`src/rtl/nibble_codec_pkg.sv`:
```
package nibble_codec_pkg;
  localparam int NIB_W  = 4;
  localparam int CODE_W = 5;

  localparam logic [CODE_W-1:0] SYM_I = 5'b11111;
  localparam logic [CODE_W-1:0] SYM_J = 5'b11000;
  localparam logic [CODE_W-1:0] SYM_K = 5'b10001;
  localparam logic [CODE_W-1:0] SYM_T = 5'b01101;
  localparam logic [CODE_W-1:0] SYM_R = 5'b00111;
  localparam logic [CODE_W-1:0] SYM_H = 5'b00100;

  typedef enum logic [1:0] {ENC_IDLE, ENC_SSD2, ENC_DATA, ENC_ESD2} enc_state_e;

  typedef struct packed {
    logic             is_data;
    logic [NIB_W-1:0] nib;
  } dec_res_t;

  function automatic logic [CODE_W-1:0] nib_to_code(input logic [NIB_W-1:0] n);
    logic [CODE_W-1:0] c;
    case (n)
      4'h0: c = 5'b11110;  4'h1: c = 5'b01001;
      4'h2: c = 5'b10100;  4'h3: c = 5'b10101;
      4'h4: c = 5'b01010;  4'h5: c = 5'b01011;
      4'h6: c = 5'b01110;  4'h7: c = 5'b01111;
      4'h8: c = 5'b10010;  4'h9: c = 5'b10011;
      4'hA: c = 5'b10110;  4'hB: c = 5'b10111;
      4'hC: c = 5'b11010;  4'hD: c = 5'b11011;
      4'hE: c = 5'b11100;  default: c = 5'b11101;
    endcase
    return c;
  endfunction

  function automatic dec_res_t code_to_nib(input logic [CODE_W-1:0] c);
    dec_res_t r;
    r = '0;
    for (int i = 0; i < (1 << NIB_W); i++) begin
      if (nib_to_code(NIB_W'(i)) == c) begin
        r.is_data = 1'b1;
        r.nib     = NIB_W'(i);
      end
    end
    return r;
  endfunction

  function automatic logic is_ctrl(input logic [CODE_W-1:0] c);
    return (c == SYM_I) || (c == SYM_J) || (c == SYM_K) ||
           (c == SYM_T) || (c == SYM_R) || (c == SYM_H);
  endfunction

  function automatic logic is_legal(input logic [CODE_W-1:0] c);
    dec_res_t r;
    r = code_to_nib(c);
    return r.is_data || is_ctrl(c);
  endfunction
endpackage

```
`src/rtl/nibble_codec_tx.sv`:
```
module nibble_codec_tx
  import nibble_codec_pkg::*;
(
  input  logic              clk_i,
  input  logic              rst_ni,
  input  logic              en_i,
  input  logic              er_i,
  input  logic [NIB_W-1:0]  nib_i,
  output logic [CODE_W-1:0] code_o
);
  enc_state_e        state_q, state_d;
  logic [CODE_W-1:0] code_q, code_d;

  always_comb begin
    state_d = state_q;
    code_d  = SYM_I;
    unique case (state_q)
      ENC_IDLE: if (en_i) begin
        code_d  = SYM_J;
        state_d = ENC_SSD2;
      end
      ENC_SSD2: begin
        code_d  = SYM_K;
        state_d = ENC_DATA;
      end
      ENC_DATA: if (en_i) begin
        code_d = er_i ? SYM_H : nib_to_code(nib_i);
      end else begin
        code_d  = SYM_T;
        state_d = ENC_ESD2;
      end
      default: begin
        code_d  = SYM_R;
        state_d = ENC_IDLE;
      end
    endcase
  end

  always_ff @(posedge clk_i or negedge rst_ni) begin
    if (!rst_ni) begin
      state_q <= ENC_IDLE;
      code_q  <= SYM_I;
    end else begin
      state_q <= state_d;
      code_q  <= code_d;
    end
  end

  assign code_o = code_q;


  k_after_j_chk: assert property (@(posedge clk_i) disable iff (!rst_ni)
    (code_q == SYM_K) |-> ($past(code_q) == SYM_J));

  r_after_t_chk: assert property (@(posedge clk_i) disable iff (!rst_ni)
    (code_q == SYM_T) |=> (code_q == SYM_R));

  tx_legal_chk: assert property (@(posedge clk_i) disable iff (!rst_ni)
    is_legal(code_q));
endmodule

```
`src/rtl/nibble_codec_rx.sv`:
```
module nibble_codec_rx
  import nibble_codec_pkg::*;
(
  input  logic              clk_i,
  input  logic              rst_ni,
  input  logic [CODE_W-1:0] code_i,
  output logic              dv_o,
  output logic              er_o,
  output logic [NIB_W-1:0]  nib_o
);
  logic [CODE_W-1:0] prev_q;
  logic              frame_q, frame_d;
  logic              dv_d, er_d;
  logic [NIB_W-1:0]  nib_d;
  logic              dv_q, er_q;
  logic [NIB_W-1:0]  nib_q;
  dec_res_t          dec;

  assign dec = code_to_nib(code_i);

  always_comb begin
    frame_d = frame_q;
    dv_d    = 1'b0;
    er_d    = !is_legal(code_i);
    nib_d   = '0;
    if (!frame_q) begin
      if (prev_q == SYM_J && code_i == SYM_K) frame_d = 1'b1;
    end else if (code_i == SYM_T) begin
      frame_d = 1'b0;
    end else if (code_i == SYM_I) begin
      frame_d = 1'b0;
      er_d    = 1'b1;
    end else if (dec.is_data) begin
      dv_d  = 1'b1;
      nib_d = dec.nib;
    end else begin
      // halt, stray control or illegal code inside a frame
      dv_d = 1'b1;
      er_d = 1'b1;
    end
  end

  always_ff @(posedge clk_i or negedge rst_ni) begin
    if (!rst_ni) begin
      prev_q  <= SYM_I;
      frame_q <= 1'b0;
      dv_q    <= 1'b0;
      er_q    <= 1'b0;
      nib_q   <= '0;
    end else begin
      prev_q  <= code_i;
      frame_q <= frame_d;
      dv_q    <= dv_d;
      er_q    <= er_d;
      nib_q   <= nib_d;
    end
  end

  assign dv_o  = dv_q;
  assign er_o  = er_q;
  assign nib_o = nib_q;


  bad_code_flag_chk: assert property (@(posedge clk_i) disable iff (!rst_ni)
    !is_legal(code_i) |=> er_q);

  end_clears_dv_chk: assert property (@(posedge clk_i) disable iff (!rst_ni)
    (code_i == SYM_T) |=> !dv_q);

  dv_needs_frame_chk: assert property (@(posedge clk_i) disable iff (!rst_ni)
    dv_q |-> $past(frame_q));
endmodule

```
`src/rtl/nibble_codec.sv`:
```
module nibble_codec
  import nibble_codec_pkg::*;
(
  input  logic              clk_i,
  input  logic              rst_ni,
  input  logic              tx_en_i,
  input  logic              tx_er_i,
  input  logic [NIB_W-1:0]  txd_i,
  output logic [CODE_W-1:0] tx_code_o,
  input  logic [CODE_W-1:0] rx_code_i,
  output logic              rx_dv_o,
  output logic              rx_er_o,
  output logic [NIB_W-1:0]  rxd_o
);
  nibble_codec_tx u_tx (
    .clk_i  (clk_i),
    .rst_ni (rst_ni),
    .en_i   (tx_en_i),
    .er_i   (tx_er_i),
    .nib_i  (txd_i),
    .code_o (tx_code_o)
  );

  nibble_codec_rx u_rx (
    .clk_i  (clk_i),
    .rst_ni (rst_ni),
    .code_i (rx_code_i),
    .dv_o   (rx_dv_o),
    .er_o   (rx_er_o),
    .nib_o  (rxd_o)
  );
endmodule

```
`config.mk`:
```
export PLATFORM = sky130hd
export DESIGN_NAME = nibble_codec
export DESIGN_NICKNAME = d
export VERILOG_FILES = /design/src/rtl/nibble_codec_pkg.sv /design/src/rtl/nibble_codec_tx.sv /design/src/rtl/nibble_codec_rx.sv /design/src/rtl/nibble_codec.sv
export SDC_FILE = /design/constraint.sdc
export NUM_CORES = 1
export LEC_CHECK = 0
export BUFFER_PORTS_ARGS = -buffer_cell sky130_fd_sc_hd__clkbuf_2
export CAP_MARGIN = 20
export CORE_MARGIN = 1.5
export CORE_UTILIZATION = 50
export CTS_CLUSTER_DIAMETER = 40
export CTS_CLUSTER_SIZE = 14
export DETAILED_ROUTE_END_ITERATION = 8
export PLACE_DENSITY_LB_ADDON = 0.05
export SLEW_MARGIN = 20
export SYNTH_ARGS = -nofsm -noshare
export SYNTH_HDL_FRONTEND = slang
export SYNTH_SLANG_ARGS = --single-unit
```
`constraint.sdc`:
```
create_clock -name clk_i -period 1.4 [get_ports clk_i]
set_input_delay 0.07 -clock clk_i [delete_from_list [all_inputs] [get_ports clk_i]]
set_output_delay 0.07 -clock clk_i [all_outputs]
set_load 0.01 [all_outputs]
```
==> results of run 1 <==
==> path summary, 6_finish.rpt <==
| kind | from | to |
|---|---|---|
| max in group asynchronous | rst_ni | u_rx.prev_q[3] |
| min reg2reg | u_tx.state_q[0] | u_tx.state_q[0] |
| max reg2reg | u_tx.state_q[0] | u_tx.state_q[0] |
| min | tx_en_i | u_tx.code_o[1] |
| min in group asynchronous | rst_ni | u_tx.state_q[1] |
| max | u_tx.state_q[0] | u_tx.state_q[0] |
==> power by group through the flow <==
stage | registers, mW | logic [mW] | clock network (mW)
final | 0.770 | 0.547 | 0.280
after global placement | 0.780 | 0.529 | 0
after global routing | 0.786 | 0.621 | 0.303
after floorplan | 0.822 | 0.324 | 0
after detailed placement | 0.783 | 0.538 | 0
after CTS | 0.772 | 0.552 | 0.287
==> critical path, cell delays in order (launching register included) <==
cell and delay [ps]:
dfrtp_1 410, inv_1 80, ha_1 240, nor2b_1 150, a21oi_1 200, o22a_1 180
==> through the flow <==
| step | utilization (%) | instances | cell area (um2) | setup slack [ps] |
|---|---|---|---|---|
| after floorplan | - | 90 | 956 | 224 |
| after global placement | 60.2 | 134 | 1060 | 112 |
| after detailed placement | 60.2 | 134 | 1060 | 92.8 |
| after CTS | 65.2 | 144 | 1150 | 69.3 |
| after global routing | 65.2 | 144 | 1150 | 0.813 |
| final | 65.2 | 144 | 1150 | 91.1 |
==> synth_stat cells <==
master	n
a21boi_1	1
a21oi_1	5
a22oi_1	1
and3_1	4
buf_4	1
clkbuf_2	1
clkbuf_8	2
dfrtp_1	9
dfstp_2	10
ha_1	4
inv_1	6
nand2_1	6
nand3_1	3
nand3b_1	3
nand4_1	1
nor2_1	7
nor2b_1	2
nor3_1	1
nor4b_2	2
o211ai_1	1
o21ai_0	7
o21ba_2	1
o21bai_1	1
o22a_1	1
o22ai_1	1
o31ai_1	1
o32ai_1	1
o41ai_1	1
or2_1	1
xnor2_1	3
xor2_1	2
==> registers in the layout, summed over array words and instances, names as in the netlist <==
register,count
u_rx.prev_q,5
u_tx.code_o,5
u_rx.nib_o,4
u_tx.state_q,2
u_rx.dv_o,1
u_rx.er_o,1
u_rx.frame_q,1
==> routing by layer <==
layer	GRT usage (%)	vias up	routed length [um]
met3	4.71	3	81
met5	0	-	0
li1	-	370	-
met2	26.7	23	743
met4	8.33	0	20
met1	26.4	338	870
==> layout by cell type (no fill, tap or decap), drive strengths merged, types with 2 or more instances in the layout <==
cell type,netlist,layout
nor4b,2,2
nand3b,3,3
clkbuf,3,26
nand3,3,3
inv,6,6
a21oi,5,5
xor2,2,2
ha,4,4
dfstp,10,10
nor2b,2,2
dlygate4sd3,0,6
nor2,7,7
dfrtp,9,9
o21ai,7,7
and3,4,4
xnor2,3,3
nand2,6,6
==> final cells by class <==
cell class | instances | share of cell area, %
Clock inverter | 1 | 0.435
Inverter | 6 | 1.96
Multi-Input combinational cell | 61 | 35.3
Sequential cell | 19 | 42.4
Clock buffer | 3 | 1.96
Timing Repair Buffer | 29 | 15.2
Tap cell | 25 | 2.72
==> repair_timing <==
item / 4_1_cts / 5_1_grt
endpoints found under the hold margin: 14 / 0
endpoints found under the setup margin: 0 / 0
buffers inserted: 0 / 0
hold buffers: 6 / 0
==> logic make-up (layout without fill, tap and decap cells) <==
| group | Yosys count | after routing |
|---|---|---|
| buffers and inverters | 10 | 39 |
| flip-flops | 19 | 19 |
| adder cells (fa/ha/maj) | 4 | 4 |
| AND/OR/NAND/NOR | 30 | 30 |
| XOR/XNOR | 5 | 5 |
| AO/OA/AOI/OAI | 22 | 22 |
==> impl_metrics.env, run 1 <==
export IMPL_critPathKind="register to register"
export IMPL_power_internal_mw=1.07
export IMPL_antennaDiodeCount=0
export IMPL_fill_cells=166
export IMPL_worstRegToRegCells=5
export IMPL_wire_per_inst_um=11.9
export IMPL_dr_total_vias=734
export IMPL_synth_seq_cells=19
export IMPL_synth_simple_area_share_pct=17.9
export IMPL_grt_pass1_wl_mm=2.75
export IMPL_seq_area_frac_synth_pct=51.0
export IMPL_drv_slew=0
export IMPL_cts_root_buf="clkbuf_4"
export IMPL_htreeDepth=1
export IMPL_die_h_um=46.7
export IMPL_synth_top_family_by_area="simple AND/OR/NAND/NOR gates"
export IMPL_synth_compound_area_share_pct=14.7
export IMPL_syn_to_final_growth_pct=20.3
export IMPL_syn_nets=107
export IMPL_dr_pass1_iters=4
export IMPL_rsz0062_at_grt="false"
export IMPL_maxCapViolations=0
export IMPL_drive_gt1_share_pct=33.6
export IMPL_combPwrFrac_pct=34.2
export IMPL_vdd_ir_drop_max_mv=1.23
export IMPL_sequentialPowerShare_pct=48.2
export IMPL_crit_path_end_kind="register"
export IMPL_synth_area_um2=956
export IMPL_synthMuxAreaShare_pct=0
export IMPL_dpl_hpwl_mm=1.24
export IMPL_clkLatencyLatePin_ps=300
export IMPL_cts_repair_resize_count=0
export IMPL_synth_top_cell_area_share_pct=27.5
export IMPL_rrSetupSlack_ps=90
export IMPL_cp_start_kind="register"
export IMPL_tightest_slew_ps=440
export IMPL_ys_top_cells_by_area="dfstp_2 (27%), dfrtp_1 (24%), ha_1 (5.2%), o21ai_0 (3.7%), nor4b_2 (3.1%)"
export IMPL_finalPower_mw=1.60
export IMPL_start_util_pct=54.2
export IMPL_cp_max_fo=4
export IMPL_hold_ws_ps=56.0
export IMPL_overflow=0
export IMPL_hold_class="primary input to register"
export IMPL_slew_limit_headroom_pct=70.7
export IMPL_synth_cells=90
export IMPL_seqCellArea_um2=488
export IMPL_whs_path_depth=3
export IMPL_required_ps=1650
export IMPL_max_freq_mhz=764
export IMPL_fin_nets=137
export IMPL_synth_area_leader_cell="dfstp_2"
export IMPL_placementRows=15
export IMPL_ios=24
export IMPL_drc=0
export IMPL_core_area_um2=1760
export IMPL_tns_ps=0
export IMPL_grt_start_max_net_pins=20
export IMPL_yosysWarningCount=0
export IMPL_leakagePower_nw=0.556
export IMPL_avgSynthCellArea_um2=10.6
export IMPL_via_per_inst=5.10
export IMPL_post_route_period_util_pct=93.5
export IMPL_clkTransAtPathRegs_ps=110
export IMPL_powerDensity_nw_per_um2=1390
export IMPL_routed_wl_mm=1.72
export IMPL_ys_types=31
export IMPL_period_needed_ps=1310
export IMPL_switching_share_pct=33.2
export IMPL_grt_antenna_before_repair=0
export IMPL_synth_xor_area_share_pct=4.58
export IMPL_multi_input_area_um2=405
export IMPL_numCtsBuffers=3
export IMPL_fp_dieW_um=46.7
export IMPL_place_congestion=0.777
export IMPL_ant_nets=0
export IMPL_port_buffers=23
export IMPL_crit_arrival_ps=1560
export IMPL_status="finished clean"
export IMPL_dieArea_um2=2180
export IMPL_clock_path_buffers=2
export IMPL_finClkSkew_ps=3.54
export IMPL_net_switching_power_mw=0.531
export IMPL_synthAdderAreaFrac_pct=5.24
export IMPL_final_hold_viol_count=0
export IMPL_grt_pass1_vias=645
export IMPL_power_clock_fraction_pct=17.5
export IMPL_detail_route_iter0_violations=18
export IMPL_cts_tree="yes"
export IMPL_finalSetupViolCount=0
export IMPL_cts_sinks=19
export IMPL_grt_usage_pct=18.5
(Power assumes the default switching activity.)
==> run 2: changes to the inputs <==
--- a/config.mk
+++ b/config.mk
@@ -7,8 +7,9 @@
 export LEC_CHECK = 0
 export BUFFER_PORTS_ARGS = -buffer_cell sky130_fd_sc_hd__clkbuf_2
 export CAP_MARGIN = 20
+export CORE_ASPECT_RATIO = 0.7
 export CORE_MARGIN = 1.5
-export CORE_UTILIZATION = 50
+export CORE_UTILIZATION = 46
 export CTS_CLUSTER_DIAMETER = 40
 export CTS_CLUSTER_SIZE = 14
 export DETAILED_ROUTE_END_ITERATION = 8
==> constraint.sdc (replaced) <==
create_clock -name clk_i -period 1.2 [get_ports clk_i]
set_input_delay 0.06 -clock clk_i [delete_from_list [all_inputs] [get_ports clk_i]]
set_output_delay 0.06 -clock clk_i [all_outputs]
set_load 0.01 [all_outputs]
==> run 2 against run 1 <==
- the flow now finishes with violations (negative setup slack)
- register-to-register slack worse by 110 ps
- setup slack got worse by 110 ps
- design area up 8.4%
- highest routed layer is now met3
==> impl_metrics.env, run 2 (synthesis results as in run 1) <==
export IMPL_finClkSkew_ps=4.02
export IMPL_grt_start_max_net_pins=20
export IMPL_drive_gt1_share_pct=43.2
export IMPL_tightest_slew_ps=435
export IMPL_final_cell_mix="clkbuf_2 (23), dfstp_2 (10), dfrtp_1 (9)"
export IMPL_switching_share_pct=33.0
export IMPL_powerDensity_nw_per_um2=1730
export IMPL_post_route_period_util_pct=102
export IMPL_period_needed_ps=1220
export IMPL_failed_checks="negative setup slack"
export IMPL_routed_wl_mm=1.86
export IMPL_maxCapViolations=0
export IMPL_final_common_cell="clkbuf_2"
export IMPL_antennaDiodeCount=0
export IMPL_finalNonFillerCells=147
export IMPL_power_clock_fraction_pct=14.2
export IMPL_crit_path_end_kind="register"
export IMPL_die_h_um=41.1
export IMPL_cts_root_buf="clkbuf_4"
export IMPL_start_util_pct=50.2
export IMPL_numCtsBuffers=3
export IMPL_core_area_um2=1900
export IMPL_cts_tree="yes"
export IMPL_htreeDepth=1
export IMPL_cp_start_kind="register"
export IMPL_hold_class="primary input to register"
export IMPL_via_per_inst=5.28
export IMPL_clock_path_buffers=2
export IMPL_syn_to_final_growth_pct=30.4
export IMPL_place_congestion=0.740
export IMPL_dr_total_vias=776
export IMPL_fp_dieW_um=57.5
export IMPL_power_internal_mw=1.44
export IMPL_fin_nets=143
export IMPL_rsz0062_at_grt="true"
export IMPL_status="finished, violations left"
export IMPL_final_hold_viol_count=0
export IMPL_dr_pass1_iters=4
export IMPL_dieArea_um2=2360
export IMPL_crit_arrival_ps=1460
export IMPL_ios=24
export IMPL_finalSetupViolCount=1
export IMPL_placementRows=13
export IMPL_sequentialPowerShare_pct=42.1
export IMPL_clkTransAtPathRegs_ps=100
export IMPL_overflow=0
export IMPL_dpl_hpwl_mm=1.38
export IMPL_cp_max_fo=1
export IMPL_ant_nets=0
export IMPL_combPwrFrac_pct=43.7
export IMPL_grt_pass1_wl_mm=2.89
export IMPL_wire_per_inst_um=12.6
export IMPL_dp_cells=135
export IMPL_fin_ws_ps=-21.5
export IMPL_grt_usage_pct=17.2
export IMPL_port_buffers=23
export IMPL_slew_limit_headroom_pct=71.0
export IMPL_max_freq_mhz=819
export IMPL_net_switching_power_mw=0.711
export IMPL_hold_ws_ps=71.2
export IMPL_vdd_ir_drop_max_mv=1.29
export IMPL_grt_pass1_vias=667
export IMPL_drv_slew=0
export IMPL_leakagePower_nw=0.596
export IMPL_detail_route_iter0_violations=10
export IMPL_grt_antenna_before_repair=0
export IMPL_cts_sinks=19
export IMPL_drc=0
export IMPL_required_ps=1440
export IMPL_critPathKind="register to register"
export IMPL_clkLatencyLatePin_ps=290
run 2: changes by cell type in the layout (fill, tap and decap cells not counted), sizes merged:
cell / previous run / this run
buf: 0 / 6
run 2: worst paths after layout:
path                            startpoint              end  slack (ps)  depth (start not counted)
min reg2reg                u_tx.state_q[0]  u_tx.state_q[0]         590                          1
max reg2reg                 u_rx.prev_q[3]     u_rx.frame_q         -20                          4
min                                tx_er_i   u_tx.code_o[2]          70                          3
min in group asynchronous           rst_ni  u_tx.state_q[0]         230                          2
max in group asynchronous           rst_ni   u_tx.code_o[2]         640                          2
max                         u_rx.prev_q[3]     u_rx.frame_q         -20                          4
run 2: routing by layer:
layer  wire length, um  track usage [%]  vias to the layer above
met5                 0                0                        -
met4                 0             2.33                        0
met3               142             8.52                        0
met2               823             29.3                       22
met1               894             20.6                      369
li1                  -                -                      385
run 2: power groups by stage:
stage	logic, mW	registers, mW	clock network (mW)
after CTS	0.789	0.906	0.321
after global placement	0.725	0.904	0
after global routing	1.05	0.924	0.350
final	0.941	0.908	0.306
after floorplan	0.378	0.959	0
after detailed placement	0.739	0.917	0
run 2: critical path: stages (launching register included):
cell and delay (ps):
dfstp_2 540, nor4b_4 170, nand4_1 130, nor4b_2 220, or2_1 120
run 2: per-stage QoR:
step / power (mW) / instance area [um2] / util, % / worst slack, ps / TNS, ps
finish: 2.15 / 1250 / 65.5 / -21.5 / -21.5
CTS: 2.02 / 1200 / 62.9 / -37.8 / -112
global placement: 1.63 / 1090 / 57.2 / -0.0256 / -0.0256
floorplan: 1.34 / 956 / - / 24.0 / 0
detailed placement: 1.66 / 1090 / 57.2 / -56.3 / -109
global route: 2.32 / 1250 / 65.5 / -104 / -265
run 2: final cells by class:
class | count | area, um2
clock buffer | 3 | 22.5
clock inverter | 1 | 5.00
fill | 166 | 657
inverter | 6 | 22.5
multi-input combinational | 61 | 460
sequential | 19 | 488
tap | 22 | 27.5
timing repair buffer | 35 | 220
run 2: what timing repair did:
action,CTS,global route
hold endpoints to repair,14,0
hold buffers,6,0
resized for setup,6,8
buffers inserted,0,2
endpoints found under the setup margin,5,9
pin swaps,0,2
==> run 3: changes to the inputs <==
--- a/config.mk
+++ b/config.mk
@@ -7,9 +7,11 @@
 export LEC_CHECK = 0
 export BUFFER_PORTS_ARGS = -buffer_cell sky130_fd_sc_hd__clkbuf_2
 export CAP_MARGIN = 20
-export CORE_ASPECT_RATIO = 0.7
+export CELL_PAD_IN_SITES_DETAIL_PLACEMENT = 2
+export CELL_PAD_IN_SITES_GLOBAL_PLACEMENT = 2
+export CORE_ASPECT_RATIO = 1.25
 export CORE_MARGIN = 1.5
-export CORE_UTILIZATION = 46
+export CORE_UTILIZATION = 28
 export CTS_CLUSTER_DIAMETER = 40
 export CTS_CLUSTER_SIZE = 14
 export DETAILED_ROUTE_END_ITERATION = 8
==> run 3 against run 2 <==
- the flow still finishes with violations (negative setup slack)
- critical path type unchanged
- combinational power down 0.4%
- via count up 1.2%
- sequential share of layout area down 0.66 points
- wire length up 31%
- non-clock buffer count unchanged
- largest cell class unchanged
- final cell count up 10%
- total power up 6.1%
- worst hold slack worse by 71 ps
==> impl_metrics.env, run 3 (synthesis results as in run 1) <==
export IMPL_powerDensity_nw_per_um2=1800
export IMPL_wire_per_inst_um=15.1
export IMPL_drv_slew=0
export IMPL_place_congestion=0.667
export IMPL_tightest_slew_ps=485
export IMPL_grt_start_max_net_pins=20
export IMPL_pre_cts_ws_ps=-75.2
export IMPL_fin_util_pct=39.3
export IMPL_final_common_cell="clkbuf_2"
export IMPL_grt_pass1_vias=870
export IMPL_drc=0
export IMPL_tns_ps=-85.5
export IMPL_post_route_period_util_pct=107
export IMPL_htreeDepth=1
export IMPL_drt_met1_wl_um=869
export IMPL_routed_wl_mm=2.44
export IMPL_clkTransAtPathRegs_ps=70
export IMPL_path_delay_family="simple AND/OR/NAND/NOR gates"
export IMPL_cts_tree="yes"
export IMPL_route_met3_wl_um=70
export IMPL_crit_path_end_kind="register"
export IMPL_max_freq_mhz=778
export IMPL_hold_class="primary input to register"
export IMPL_cts_sinks=19
export IMPL_placementRows=23
export IMPL_numCtsBuffers=3
export IMPL_critical_path_slowest_cell="dfstp_2"
export IMPL_vdd_ir_drop_max_mv=0.848
export IMPL_dieArea_um2=3780
export IMPL_status="finished, violations left"
export IMPL_die_h_um=68.3
export IMPL_required_ps=1390
export IMPL_crit_chain="nor4b_4, nand4_1, nor4b_2, or2_1"
export IMPL_fp_dieW_um=55.3
export IMPL_crit_arrival_ps=1480
export IMPL_path_buf_inv=0
export IMPL_grt_usage_pct=13.8
export IMPL_cp_max_fo=1
export IMPL_fin_nets=143
export IMPL_syn_to_final_growth_pct=32.6
export IMPL_finalPower_mw=2.29
export IMPL_grt_pass1_wl_mm=3.87
export IMPL_fin_ws_ps=-85.5
export IMPL_period_needed_ps=1290
export IMPL_ios=24
export IMPL_overflow=0
export IMPL_finClkSkew_ps=0.546
export IMPL_top_layer="met4"
export IMPL_failed_checks="negative setup slack"
export IMPL_leakagePower_nw=0.601
export IMPL_core_area_um2=3220
export IMPL_maxCapViolations=0
export IMPL_clock_path_buffers=2
export IMPL_start_util_pct=29.7
export IMPL_grt_antenna_before_repair=0
export IMPL_drive_gt1_share_pct=44.0
export IMPL_cp_start_kind="register"
export IMPL_final_hold_viol_count=0
export IMPL_clkLatencyLatePin_ps=250
export IMPL_ant_nets=0
export IMPL_port_buffers=23
export IMPL_dr_pass1_iters=3
export IMPL_slew_limit_headroom_pct=67.6
export IMPL_rsz0062_at_grt="true"
export IMPL_cts_root_buf="clkbuf_8"
export IMPL_finalSetupViolCount=1
export IMPL_via_per_inst=4.85
export IMPL_final_cell_mix="clkbuf_2 (23), dfstp_2 (10), buf_4 (9), dfrtp_1 (9), o21ai_0 (7)"
export IMPL_dpl_hpwl_mm=1.90
export IMPL_critPathKind="register to register"
export IMPL_dr_total_vias=785
export IMPL_detail_route_iter0_violations=2
export IMPL_wl_met2_mm=1.44
export IMPL_hold_ws_ps=0.0280
export IMPL_antennaDiodeCount=0
export IMPL_critPathMaxStageDelay_ps=520
[run 3: final cells by class]
cell class	instances	area, um2
Clock buffer	4	45.0
Fill cell	365	1960
Inverter	6	22.5
Multi-Input combinational cell	61	453
Sequential cell	19	488
Tap cell	37	46.3
Timing Repair Buffer	35	213
[run 3: path summary, 6_finish.rpt]
path | start | to | slack [ps] | cells past startpoint
max in group asynchronous | rst_ni | u_tx.code_o[3] | 550 | 2
worst max-delay path | u_rx.prev_q[3] | u_rx.frame_q | -90 | 4
worst min-delay path | rx_code_i[0] | u_rx.prev_q[0] | 0.03 | 1
min in group asynchronous | rst_ni | u_rx.nib_o[1] | 300 | 2
worst min register to register | u_tx.state_q[0] | u_tx.state_q[0] | 640 | 2
worst max register to register | u_rx.prev_q[3] | u_rx.frame_q | -90 | 4
[run 3: worst reg2reg max path: cells and delay by family, from the launching register on]
| kind | cells | cell delay, ps |
|---|---|---|
| DFF | 1 | 520 |
| and+or+nand+nor | 4 | 710 |
[run 3: through the flow]
step,std cells,instance area (um2)
finish,162,1270
detailed placement,153,1130
floorplan,90,956
global placement,153,1130
CTS,160,1230
global route,162,1270
[run 3: metal layers]
metal  vias to the layer above  global-route usage [%]
met2                        14                    29.9
met3                         4                    1.70
met5                         -                       0
li1                        379                       -
met1                       388                    11.8
met4                         0                    8.23
[run 3: report_power, final]
part	total, mW	leakage [nW]	internal, mW	switching [mW]
Clock	0.442	0.0228	0.236	0.206
Combinational	0.937	0.353	0.467	0.469
Sequential	0.908	0.225	0.844	0.0634
[run 3: timing repair]
action,CTS,global route
endpoints found under the setup margin,6,6
hold buffers,3,0
cloned,0,0
resized for setup,8,3
buffers inserted,0,2
pin swaps,0,1
hold endpoints to repair,11,0
